### config.mk
export PLATFORM = sky130hd
export DESIGN_NAME = dot_port_splitter
export DESIGN_NICKNAME = d
export VERILOG_FILES = /design/src/rtl/dps_pkg.sv /design/src/rtl/dps_line_ctrl.sv /design/src/rtl/dps_dot_gate.sv /design/src/rtl/dps_port_reg.sv /design/src/rtl/dot_port_splitter.sv
export SDC_FILE = /design/constraint.sdc
export NUM_CORES = 1
export LEC_CHECK = 0
export CAP_MARGIN = 20
export CORE_ASPECT_RATIO = 1.4
export CORE_MARGIN = 4
export CORE_UTILIZATION = 43
export CTS_CLUSTER_DIAMETER = 30
export DETAILED_ROUTE_END_ITERATION = 12
export PLACE_DENSITY = 0.7
export SYNTH_ARGS = -nofsm -noshare
export SYNTH_HDL_FRONTEND = slang
export SYNTH_SLANG_ARGS = --single-unit
export TNS_END_PERCENT = 100
### constraint.sdc
create_clock -name clk -period 2 [get_ports clk]
set_input_delay 0.4 -clock clk [delete_from_list [all_inputs] [get_ports clk]]
set_output_delay 0.4 -clock clk [all_outputs]
set_load 0.02 [all_outputs]
### src/rtl/dps_pkg.sv
package dps_pkg;
  typedef struct packed {
    logic split;
    logic de_low;
    logic hs_low;
    logic vs_low;
    logic col_low;
    logic per_low;
  } dps_cfg_t;

  localparam dps_cfg_t DPS_CFG_RESET = '0;
endpackage

### src/rtl/dps_line_ctrl.sv
module dps_line_ctrl
  import dps_pkg::*;
(
  input  logic     clk,
  input  logic     rst,
  input  logic     per_i,
  input  dps_cfg_t cfg_in,
  output dps_cfg_t cfg_cur,
  output dps_cfg_t cfg_q,
  output logic     odd_cur,
  output logic     line_start
);
  logic per_prev;
  logic odd_q;

  assign line_start = per_i & ~per_prev;
  assign cfg_cur    = line_start ? cfg_in : cfg_q;
  assign odd_cur    = line_start ? 1'b0 : ~odd_q;

  always_ff @(posedge clk) begin
    if (rst) begin
      per_prev <= 1'b0;
      odd_q    <= 1'b1;
      cfg_q    <= DPS_CFG_RESET;
    end else begin
      per_prev <= per_i;
      odd_q    <= odd_cur;
      cfg_q    <= cfg_cur;
    end
  end


  cfg_hold_chk: assert property (@(posedge clk) disable iff (rst)
    !(per_i && !per_prev) |=> (cfg_q == $past(cfg_q)));
endmodule

### src/rtl/dps_dot_gate.sv
module dps_dot_gate #(
  parameter int COL_W = 4
) (
  input  logic [COL_W-1:0] pix_i,
  input  logic             per_i,
  input  logic             de_i,
  input  logic             de_low,
  output logic             en_o,
  output logic [COL_W-1:0] col_o,
  output logic             per_o
);
  assign en_o  = de_i ^ de_low;
  assign col_o = en_o ? pix_i : '0;
  assign per_o = en_o & per_i;
endmodule

### src/rtl/dps_port_reg.sv
module dps_port_reg #(
  parameter int COL_W = 4
) (
  input  logic             clk,
  input  logic             rst,
  input  logic             load,
  input  logic [COL_W-1:0] col_nxt,
  input  logic             per_nxt,
  input  logic             col_low,
  input  logic             per_low,
  output logic [COL_W-1:0] col_o,
  output logic             per_o
);
  always_ff @(posedge clk) begin
    if (rst) begin
      col_o <= '0;
      per_o <= 1'b0;
    end else if (load) begin
      col_o <= col_nxt ^ {COL_W{col_low}};
      per_o <= per_nxt ^ per_low;
    end
  end
endmodule

### src/rtl/dot_port_splitter.sv
module dot_port_splitter
  import dps_pkg::*;
#(
  parameter int COL_W = 4
) (
  input  logic             clk,
  input  logic             rst,
  input  logic             cfg_split_i,
  input  logic             cfg_de_low_i,
  input  logic             cfg_hs_low_i,
  input  logic             cfg_vs_low_i,
  input  logic             cfg_col_low_i,
  input  logic             cfg_per_low_i,
  input  logic [COL_W-1:0] pix_i,
  input  logic             per_i,
  input  logic             de_i,
  input  logic             hs_i,
  input  logic             vs_i,
  output logic [COL_W-1:0] a_col_o,
  output logic             a_per_o,
  output logic [COL_W-1:0] b_col_o,
  output logic             b_per_o,
  output logic             hs_o,
  output logic             vs_o
);
  localparam int NPORT = 2;

  dps_cfg_t cfg_in, cfg_cur, cfg_q;
  logic odd_cur, line_start;
  logic en;
  logic [COL_W-1:0] g_col;
  logic g_per;
  logic [COL_W-1:0] hold_col;
  logic hold_per;
  logic load;
  logic [COL_W-1:0] nxt_col [NPORT];
  logic nxt_per [NPORT];
  logic [COL_W-1:0] out_col [NPORT];
  logic out_per [NPORT];

  assign cfg_in = '{split: cfg_split_i, de_low: cfg_de_low_i, hs_low: cfg_hs_low_i,
                    vs_low: cfg_vs_low_i, col_low: cfg_col_low_i, per_low: cfg_per_low_i};

  dps_line_ctrl u_line (
    .clk(clk), .rst(rst), .per_i(per_i), .cfg_in(cfg_in),
    .cfg_cur(cfg_cur), .cfg_q(cfg_q), .odd_cur(odd_cur), .line_start(line_start)
  );

  dps_dot_gate #(.COL_W(COL_W)) u_gate (
    .pix_i(pix_i), .per_i(per_i), .de_i(de_i), .de_low(cfg_cur.de_low),
    .en_o(en), .col_o(g_col), .per_o(g_per)
  );

  always_comb begin
    load       = 1'b1;
    nxt_col[0] = g_col;
    nxt_per[0] = g_per;
    nxt_col[1] = '0;
    nxt_per[1] = 1'b0;
    if (cfg_cur.split) begin
      if (!odd_cur) begin
        load = 1'b0;
      end else begin
        nxt_col[0] = hold_col;
        nxt_per[0] = hold_per;
        nxt_col[1] = g_col;
        nxt_per[1] = g_per;
      end
    end
  end

  always_ff @(posedge clk) begin
    if (rst) begin
      hold_col <= '0;
      hold_per <= 1'b0;
      hs_o     <= 1'b0;
      vs_o     <= 1'b0;
    end else begin
      if (cfg_cur.split && !odd_cur) begin
        hold_col <= g_col;
        hold_per <= g_per;
      end
      hs_o <= hs_i ^ cfg_cur.hs_low;
      vs_o <= vs_i ^ cfg_cur.vs_low;
    end
  end

  for (genvar p = 0; p < NPORT; p++) begin : g_port
    dps_port_reg #(.COL_W(COL_W)) u_port (
      .clk(clk), .rst(rst), .load(load),
      .col_nxt(nxt_col[p]), .per_nxt(nxt_per[p]),
      .col_low(cfg_cur.col_low), .per_low(cfg_cur.per_low),
      .col_o(out_col[p]), .per_o(out_per[p])
    );
  end

  assign a_col_o = out_col[0];
  assign a_per_o = out_per[0];
  assign b_col_o = out_col[1];
  assign b_per_o = out_per[1];


  reset_out_chk: assert property (@(posedge clk)
    rst |=> (a_col_o == '0 && !a_per_o && b_col_o == '0 && !b_per_o && !hs_o && !vs_o));


  straight_b_idle_chk: assert property (@(posedge clk) disable iff (rst)
    !cfg_cur.split |=> (b_col_o == {COL_W{cfg_q.col_low}} && b_per_o == cfg_q.per_low));


  even_hold_chk: assert property (@(posedge clk) disable iff (rst)
    (cfg_cur.split && !odd_cur) |=> ($stable(a_col_o) && $stable(b_col_o)
                                     && $stable(a_per_o) && $stable(b_per_o)));


  blank_a_chk: assert property (@(posedge clk) disable iff (rst)
    (!cfg_cur.split && !en) |=> (a_col_o == {COL_W{cfg_q.col_low}} && a_per_o == cfg_q.per_low));


  hsync_norm_chk: assert property (@(posedge clk) disable iff (rst)
    1'b1 |=> (hs_o == ($past(hs_i) ^ cfg_q.hs_low)));
endmodule

==> key figures, run 1 <==
Status
  – Status: finished, final reports clean

Cells and area
  – Layout Cells excl Fill: 217
  – Commonest cells after routing, fill and taps aside: clkdlybuf4s50_1 (27), dfxtp_1 (25), nand2_1 (24), buf_4 (18), nor2_1 (13)
  – Finished Cell Area: 1680 um^2
  – Antenna Cells: 0
  – Layout fillers: 251
  – Area growth syn-to-layout: 38.1%
  – Share of post-route cells with drive strength above 1: 0.182
  – Most common library cell in the layout ignoring fill and taps: clkdlybuf4s50_1
  – Final nets: 198
  – Util after Layout: 0.631

STA
  – Final hold viol count: 0
  – Relative slew slack: 0.776
  – Final Max Slew Viols: 0
  – Final setup vio count: 0
  – Period utilisation layout: 0.907
  – RSZ-0062 raised after global routing: no
  – Worst Tran Pin Value: 0.333 ns
  – Fmax: 551 MHz
  – Tmin final: 1.81 ns
  – Fin Clk Skew: 0.00778 ns

Clocking
  – CTS tree: done
  – Total CTS buffers: 3
  – Clock Latency Late Sink: 0.32 ns
  – CTS Root Cell: clkbuf_4
  – Cts hold-fix bufs: 0
  – Setup bufs post-CTS: 0
  – H-tree levels: 1
  – Clock buffer depth: 2
  – CTS sink count: 25
  – Clock transition at the registers of the reported paths: 0.14 ns
  – CTS resizes: 0

Placed design
  – Placed cell count: 213
  – DP Area: 1660 um^2
  – Placer congestion estimate: 0.778
  – Detailed Place HPWL: 2240 um
  – IO Port Bufs: 27

Detailed routing
  – DR WL/cell: 12.6 um
  – Antenna Nets Post-Route: 0
  – Vias per cell: 5.10
  – Drt first pass iters: 4
  – Post-Route WL: 2730 um
  – DRC viols: 0
  – Initial drt markers: 21
  – Vias after detailed routing: 1106

Logic synthesis
  – Largest family of logic cells by synthesized area: simple AND/OR/NAND/NOR gates
  – #FFs+latches synth: 25
  – Adder-Cell Fraction of Synth Area: 0
  – Synthesized netlist cell count: 137
  – Mapped Area: 1220 um^2
  – Post-Syn Area per Cell: 8.90 um^2
  – Post-synthesis mux area share: 0.105
  – Synth cell types: 32
  – Compound-cell area share of the yosys netlist: 0.165
  – Synth Area in XOR/XNOR: 0.0718
  – Synth Warn #: 0
  – Seq/Total Area, Yosys: 0.410
  – Simple-Gate Fraction of Synth Area: 0.211
  – Post-synth net total: 153

Critical path
  – Worst path max stage delay: 0.54 ns
  – Worst R2R Setup Slack: 0.32 ns
  – WS Path Type: in -> reg
  – Max FO, Critical Path: 6
  – Arr. time, crit path: 2.07 ns
  – Worst Path Buf+Inv: 2
  – CP max stage cell: clkdlybuf4s50_1
  – Worst r2r dst: g_port[0].u_port.col_o[3]$_SDFFE_PP0P_
  – Reg2Reg Depth: 5
  – Reg-to-Reg Start: u_line.per_prev$_SDFF_PP0_
  – Most used cell, CP: o211ai_1
  – Top delay family on crit path: buffers and inverters
  – CP required: 2.25 ns
  – Crit. End Element: register
  – Worst path cell trace: clkdlybuf4s50_1 > nor2b_1 > o31ai_2 > buf_4 > nor3_2 > o211ai_1 > o211ai_1
  – Critical Path Start Type: input pin

Global routing
  – GRT Total Usage: 0.162
  – Grt met2 use: 0.293
  – Initial antenna violation count: 0
  – Met1 usage: 0.172
  – GRT busiest layer: met2
  – Number of global-route vias before repair: 1114
  – Met3 global-route usage: 0.0295
  – Largest net degree at the start of global routing: 15
  – First-pass GRT wire length: 4650 um
  – Total global routing overflow: 0

Die
  – Die height: 71.0 um
  – Die area: 3770 um^2
  – IO Count: 28
  – Die X: 53.0 um
  – Starting density of the core: 0.457
  – Core footprint: 2670 um^2
  – FP Rows: 22

Pwr
  – Switch share: 0.294
  – Static leakage: 0.659 nW
  – Cell area power density: 650 nW/um^2
  – Int Pwr: 773 uW
  – Switch Pwr: 322 uW
  – Combinational power share: 0.284
  – Seq pwr share: 0.507
  – Max VDD drop: 0.408 mV
  – Clk pwr share: 0.208

Worst hold path
  – WHS Endpoint: g_port[1].u_port.col_o[2]$_SDFFE_PP0P_
  – Hold path start: g_port[1].u_port.col_o[2]$_SDFFE_PP0P_
  – Kind of path behind the tightest hold check: reg -> reg
  – Worst Hold Path Cells: 2

Job
  – MaxCap Viol Count: 0
## registers in the layout, summed over array words and instances (netlist names)
name and cells:
g_port.u_port.col_o 8, g_port.u_port.per_o 2, hold_col 4, hold_per 1, hs_o 1, u_line.cfg_q 6
u_line.odd_q 1, u_line.per_prev 1, vs_o 1
## worst max path at each step
| stage | cells after the start | slack [ns] | start | endpoint |
|---|---|---|---|---|
| final | 7 | 0.19 | per_i | g_port[0].u_port.col_o[1]$_SDFFE_PP0P_ |
| after CTS | 7 | 0.16 | per_i | g_port[0].u_port.col_o[1]$_SDFFE_PP0P_ |
| after global placement | 7 | -0.12 | per_i | g_port[0].u_port.col_o[2]$_SDFFE_PP0P_ |
| after floorplan | 6 | 0.46 | u_line.per_prev$_SDFF_PP0_ | g_port[0].u_port.col_o[0]$_SDFFE_PP0P_ |
| after global routing | 7 | 0.03 | per_i | g_port[0].u_port.col_o[1]$_SDFFE_PP0P_ |
| after detailed placement | 7 | -0.19 | per_i | g_port[0].u_port.col_o[1]$_SDFFE_PP0P_ |
## cells by family after synthesis
| group | after synthesis |
|---|---|
| buffers and inverters | 9 |
| AND/OR/NAND/NOR | 55 |
| flip-flops | 25 |
| multiplexers | 11 |
| AO/OA/AOI/OAI | 30 |
| XOR/XNOR | 7 |
## area by class of cell
class | count | area, um^2 | area share
clock inverter | 1 | 5.00 | 0.00297
inverter | 3 | 11.3 | 0.00669
tap | 36 | 45.0 | 0.0267
clock buffer | 3 | 22.5 | 0.0134
sequential | 25 | 500 | 0.297
timing repair buffer | 46 | 425 | 0.253
multi-input combinational | 103 | 674 | 0.400
## layer usage
metal	up-vias	part of all wire
met3	4	0.044
met1	516	0.40
met4	0	0.014
li1	562	-
met2	24	0.54
met5	-	0
## power by group through the flow
stage / clock (mW) / combinational, mW / sequential (mW)
floorplan: 0 / 0.133 / 0.593
global placement: 0 / 0.307 / 0.565
detailed placement: 0 / 0.312 / 0.567
CTS: 0.237 / 0.315 / 0.557
global route: 0.253 / 0.339 / 0.560
finish: 0.228 / 0.311 / 0.555
## Yosys cell counts, drive strengths merged
cell / count / share of area
o311ai: 1 / 0.0072
buf: 4 / 0.022
mux2: 1 / 0.0092
mux2i: 10 / 0.095
nor3: 2 / 0.016
nand3b: 1 / 0.0062
xor2: 4 / 0.044
xnor2: 3 / 0.028
a21boi: 1 / 0.0062
dfxtp: 25 / 0.41
nand2b: 3 / 0.015
o21ai: 4 / 0.016
a31o: 1 / 0.0072
and3: 1 / 0.0051
nor4: 1 / 0.010
nand3: 7 / 0.029
o31a: 1 / 0.0072
o21a: 4 / 0.025
o211ai: 8 / 0.049
a21oi: 9 / 0.037
o31ai: 1 / 0.010
nand2: 24 / 0.074
nor2: 13 / 0.040
inv: 3 / 0.0092
nor2b: 2 / 0.010
nand4: 1 / 0.0051
clkbuf: 2 / 0.0062
## stage by stage
stage	hold WS (ns)	setup TNS [ns]	worst slack [ns]	total power, mW
final	0.466	0	0.185	1.09
after global routing	0.492	0	0.0311	1.15
after CTS	0.468	0	0.163	1.11
after detailed placement	0.449	-1.91	-0.191	0.880
after global placement	0.442	-0.970	-0.115	0.872
after floorplan	0.432	0	0.462	0.726
## tightest hold or removal path: stages, from the launching register on
cell and delay [ns]:
dfxtp_1 0.34, nand2_1 0.05, a21oi_1 0.05
Power figures use the tool's default switching activity.
==> run 2, diff against run 1 <==
--- a/config.mk
+++ b/config.mk
@@ -11,8 +11,9 @@
 export CORE_UTILIZATION = 43
 export CTS_CLUSTER_DIAMETER = 30
 export DETAILED_ROUTE_END_ITERATION = 12
-export PLACE_DENSITY = 0.7
+export PLACE_DENSITY = 0.69
 export SYNTH_ARGS = -nofsm -noshare
 export SYNTH_HDL_FRONTEND = slang
+export SYNTH_HIERARCHICAL = 1
 export SYNTH_SLANG_ARGS = --single-unit
 export TNS_END_PERCENT = 100
==> constraint.sdc (replaced) <==
create_clock -name clk -period 2.2 [get_ports clk]
set_input_delay 0.44 -clock clk [delete_from_list [all_inputs] [get_ports clk]]
set_output_delay 0.44 -clock clk [all_outputs]
set_load 0.02 [all_outputs]
==> run 2 against run 1 <==
Against the previous run: worst hold slack better by 0.0011 ns; flip-flop and latch count unchanged; sequential share of layout area is 1.0 points lower; non-clock buffer count fell by 10; synthesized cell count fell by 4.4%; clock power up 22%; cell count down 8.8%; power grew 0.69%; core utilization decreased by 4.2 points; combinational power about the same; sequential power is 8.1% lower; critical path type is now reg -> reg.
==> key figures, run 2 <==
Die
  – FP Rows: 23
  – Die area: 4160 um^2
  – Core footprint: 2960 um^2
  – Die height: 74.7 um
  – Die X: 55.6 um
  – IO Count: 28
  – Starting density of the core: 0.461

Cells and area
  – Most common library cell in the layout ignoring fill and taps: clkdlybuf4s50_1
  – Area growth syn-to-layout: 27.7%
  – Largest regs: g_port.u_port/col_o x8, u_line/cfg_q x6, hold_col x4
  – Final nets: 178
  – Commonest cells after routing, fill and taps aside: clkdlybuf4s50_1 (26), dfxtp_1 (25), nor2_1 (13), xnor2_1 (12), nand2b_1 (11)
  – Largest reg by FF count: g_port.u_port/col_o
  – Share of post-route cells with drive strength above 1: 0.236
  – Antenna Cells: 0
  – Max reg flops: 8
  – Layout fillers: 260

Logic synthesis
  – Number of synthesized flops with an enable pin: 0
  – Post-synth net total: 147
  – Synth Warn #: 6
  – Post-synth top area share: 0.366
  – Synthesized netlist cell count: 131
  – Largest cells by area after synthesis: dfxtp_1 (37%), xnor2_1 (7.7%), mux2_4 (6.6%), nand4bb_1 (5.8%), a211oi_1 (5.5%)
  – Mapped Area: 1370 um^2
  – Dominant synthesized flop cell: dfxtp_1
  – Synth cell types: 23
  – #FFs+latches synth: 25
  – Cell with the most instances after synthesis: dfxtp_1
  – Seq/Total Area, Yosys: 0.366
  – Post-Syn Area per Cell: 10.4 um^2
  – Asr flop ratio synth: 0
  – Largest area contributor in the netlist: dfxtp_1
  – Post-synth top cells: dfxtp_1 (25), nor2_1 (13), xnor2_1 (12), nand2b_1 (11), a211oi_1 (10)

Critical path
  – Arr. time, crit path: 2.17 ns
  – Worst R2R Setup Slack: 0.22 ns
  – Worst r2r dst: g_port[1].u_port/col_o[1]$_SDFFE_PP0P_
  – CP required: 2.39 ns
  – Critical Path Start Type: register
  – Max FO, Critical Path: 20
  – Reg2Reg Depth: 9
  – WS Path Type: reg -> reg
  – Reg-to-Reg Start: u_line/per_prev$_SDFF_PP0_
  – Crit. End Element: register

Global routing
  – Number of global-route vias before repair: 1045
  – Total global routing overflow: 0
  – GRT Total Usage: 0.141
  – First-pass GRT wire length: 4570 um
  – Largest net degree at the start of global routing: 21
  – Initial antenna violation count: 0

Clocking
  – CTS sink count: 25
  – Clock transition at the registers of the reported paths: 0.09 ns
  – CTS Root Cell: clkbuf_8
  – Cts hold-fix bufs: 0
  – H-tree levels: 1
  – Clock Latency Late Sink: 0.27 ns
  – CTS tree: done
  – Clock buffer depth: 2
  – Total CTS buffers: 3

STA
  – Tmin final: 1.98 ns
  – Hold_ws: 0.467 ns
  – Fmax: 506 MHz
  – Fin Clk Skew: 0.00407 ns
  – Setup TNS: 0 ns
  – Relative slew slack: 0.704
  – Final Max Slew Viols: 0
  – Final setup vio count: 0
  – RSZ-0062 raised after global routing: no
  – Worst Tran Pin Value: 0.442 ns
  – Final hold viol count: 0
  – Period utilisation layout: 0.899

Detailed routing
  – Post-Route WL: 2730 um
  – Antenna Nets Post-Route: 0
  – Drt first pass iters: 3
  – DRC viols: 0
  – Vias after detailed routing: 998
  – DR WL/cell: 13.8 um
  – Vias per cell: 5.04
  – Initial drt markers: 18

Worst hold path
  – Hold path start: u_line/odd_q$_SDFF_PP1_
  – Worst Hold Path Cells: 1
  – Kind of path behind the tightest hold check: reg -> reg
  – WHS Endpoint: u_line/odd_q$_SDFF_PP1_

Pwr
  – Max VDD drop: 0.383 mV
  – Static leakage: 0.665 nW
  – Power, Total: 1.10 mW
  – Cell area power density: 632 nW/um^2

Status
  – Status: finished, final reports clean

Placed design
  – Placer congestion estimate: 0.787
  – IO Port Bufs: 27
  – Detailed Place HPWL: 2090 um

Job
  – MaxCap Viol Count: 0
[run 2: cell count changes in the layout (fill, tap and decap cells not counted), moves of 8 or more]
cell / change
o211ai_1: -8
mux2i_1: -8
xnor2_1: +10
nand2b_1: +8
a211oi_1: +10
buf_4: -10
a21oi_1: -9
nand2_1: -24
[run 2: timing repair]
item | CTS | global route
gates resized for setup | 1 | 6
pin swaps | 0 | 3
setup buffers | 0 | 1
endpoints found under the hold margin | 0 | 0
endpoints found under the setup margin | 4 | 9
[run 2: logic make-up after synthesis]
logic type,Yosys count,synth area share
simple gates,49,0.266
buf+inv,11,0.0705
flops,25,0.366
mux,11,0.107
xor+xnor,13,0.0888
compound gates,22,0.101
[run 2: report_power, final]
group,internal [mW],leakage (nW),switching (mW)
Sequential,0.491,0.206,0.0190
Clock,0.129,0.0217,0.150
Combinational,0.175,0.437,0.139
[run 2: worst max-delay path by stage]
stage | startpoint | cells after the start | slack (ns) | to
after global placement | per_i | 8 | -0.28 | g_port[0].u_port/col_o[0]$_SDFFE_PP0P_
after global routing | u_line/per_prev$_SDFF_PP0_ | 9 | 0.06 | g_port[1].u_port/col_o[1]$_SDFFE_PP0P_
after CTS | per_i | 8 | -0.02 | g_port[0].u_port/col_o[3]$_SDFFE_PP0P_
after detailed placement | per_i | 8 | -0.31 | g_port[0].u_port/col_o[2]$_SDFFE_PP0P_
after floorplan | per_i | 9 | 0.10 | g_port[0].u_port/col_o[0]$_SDFFE_PP0P_
final | u_line/per_prev$_SDFF_PP0_ | 9 | 0.22 | g_port[1].u_port/col_o[1]$_SDFFE_PP0P_
[run 2: layout make-up]
cell class | count | area [um^2] | area share
inverters | 1 | 3.75 | 0.00215
well taps | 37 | 46.3 | 0.0265
clock inverters | 1 | 7.51 | 0.00430
clock buffers | 3 | 41.3 | 0.0237
repair buffers | 36 | 353 | 0.202
flip-flops and latches | 25 | 500 | 0.287
multi-input cells | 95 | 793 | 0.454
[run 2: stage by stage]
step / setup slack (ns) / std cells / util / area, um^2
after floorplan: 0.104 / 131 / - / 1370
after global placement: -0.279 / 193 / 0.561 / 1660
after detailed placement: -0.314 / 193 / 0.561 / 1660
after CTS: -0.0158 / 197 / 0.578 / 1710
after global routing: 0.0570 / 198 / 0.589 / 1750
final: 0.223 / 198 / 0.589 / 1750
[run 2: metal layers]
layer / track usage / vias to the layer above / share of wire
li1: - / 516 / -
met1: 0.132 / 451 / 0.38
met2: 0.286 / 24 / 0.55
met3: 0.0274 / 7 / 0.040
met4: 0.0784 / 0 / 0.024
met5: 0 / - / 0
[run 2: critical path, cell delays in order, from the launching register on]
cell      delay (ns)
dfxtp_1         0.49
nor2b_4         0.09
buf_4           0.19
nor2_1          0.33
buf_4           0.25
nor2b_4         0.05
inv_1           0.09
buf_12          0.15
nor2_1          0.05
a211oi_1        0.21
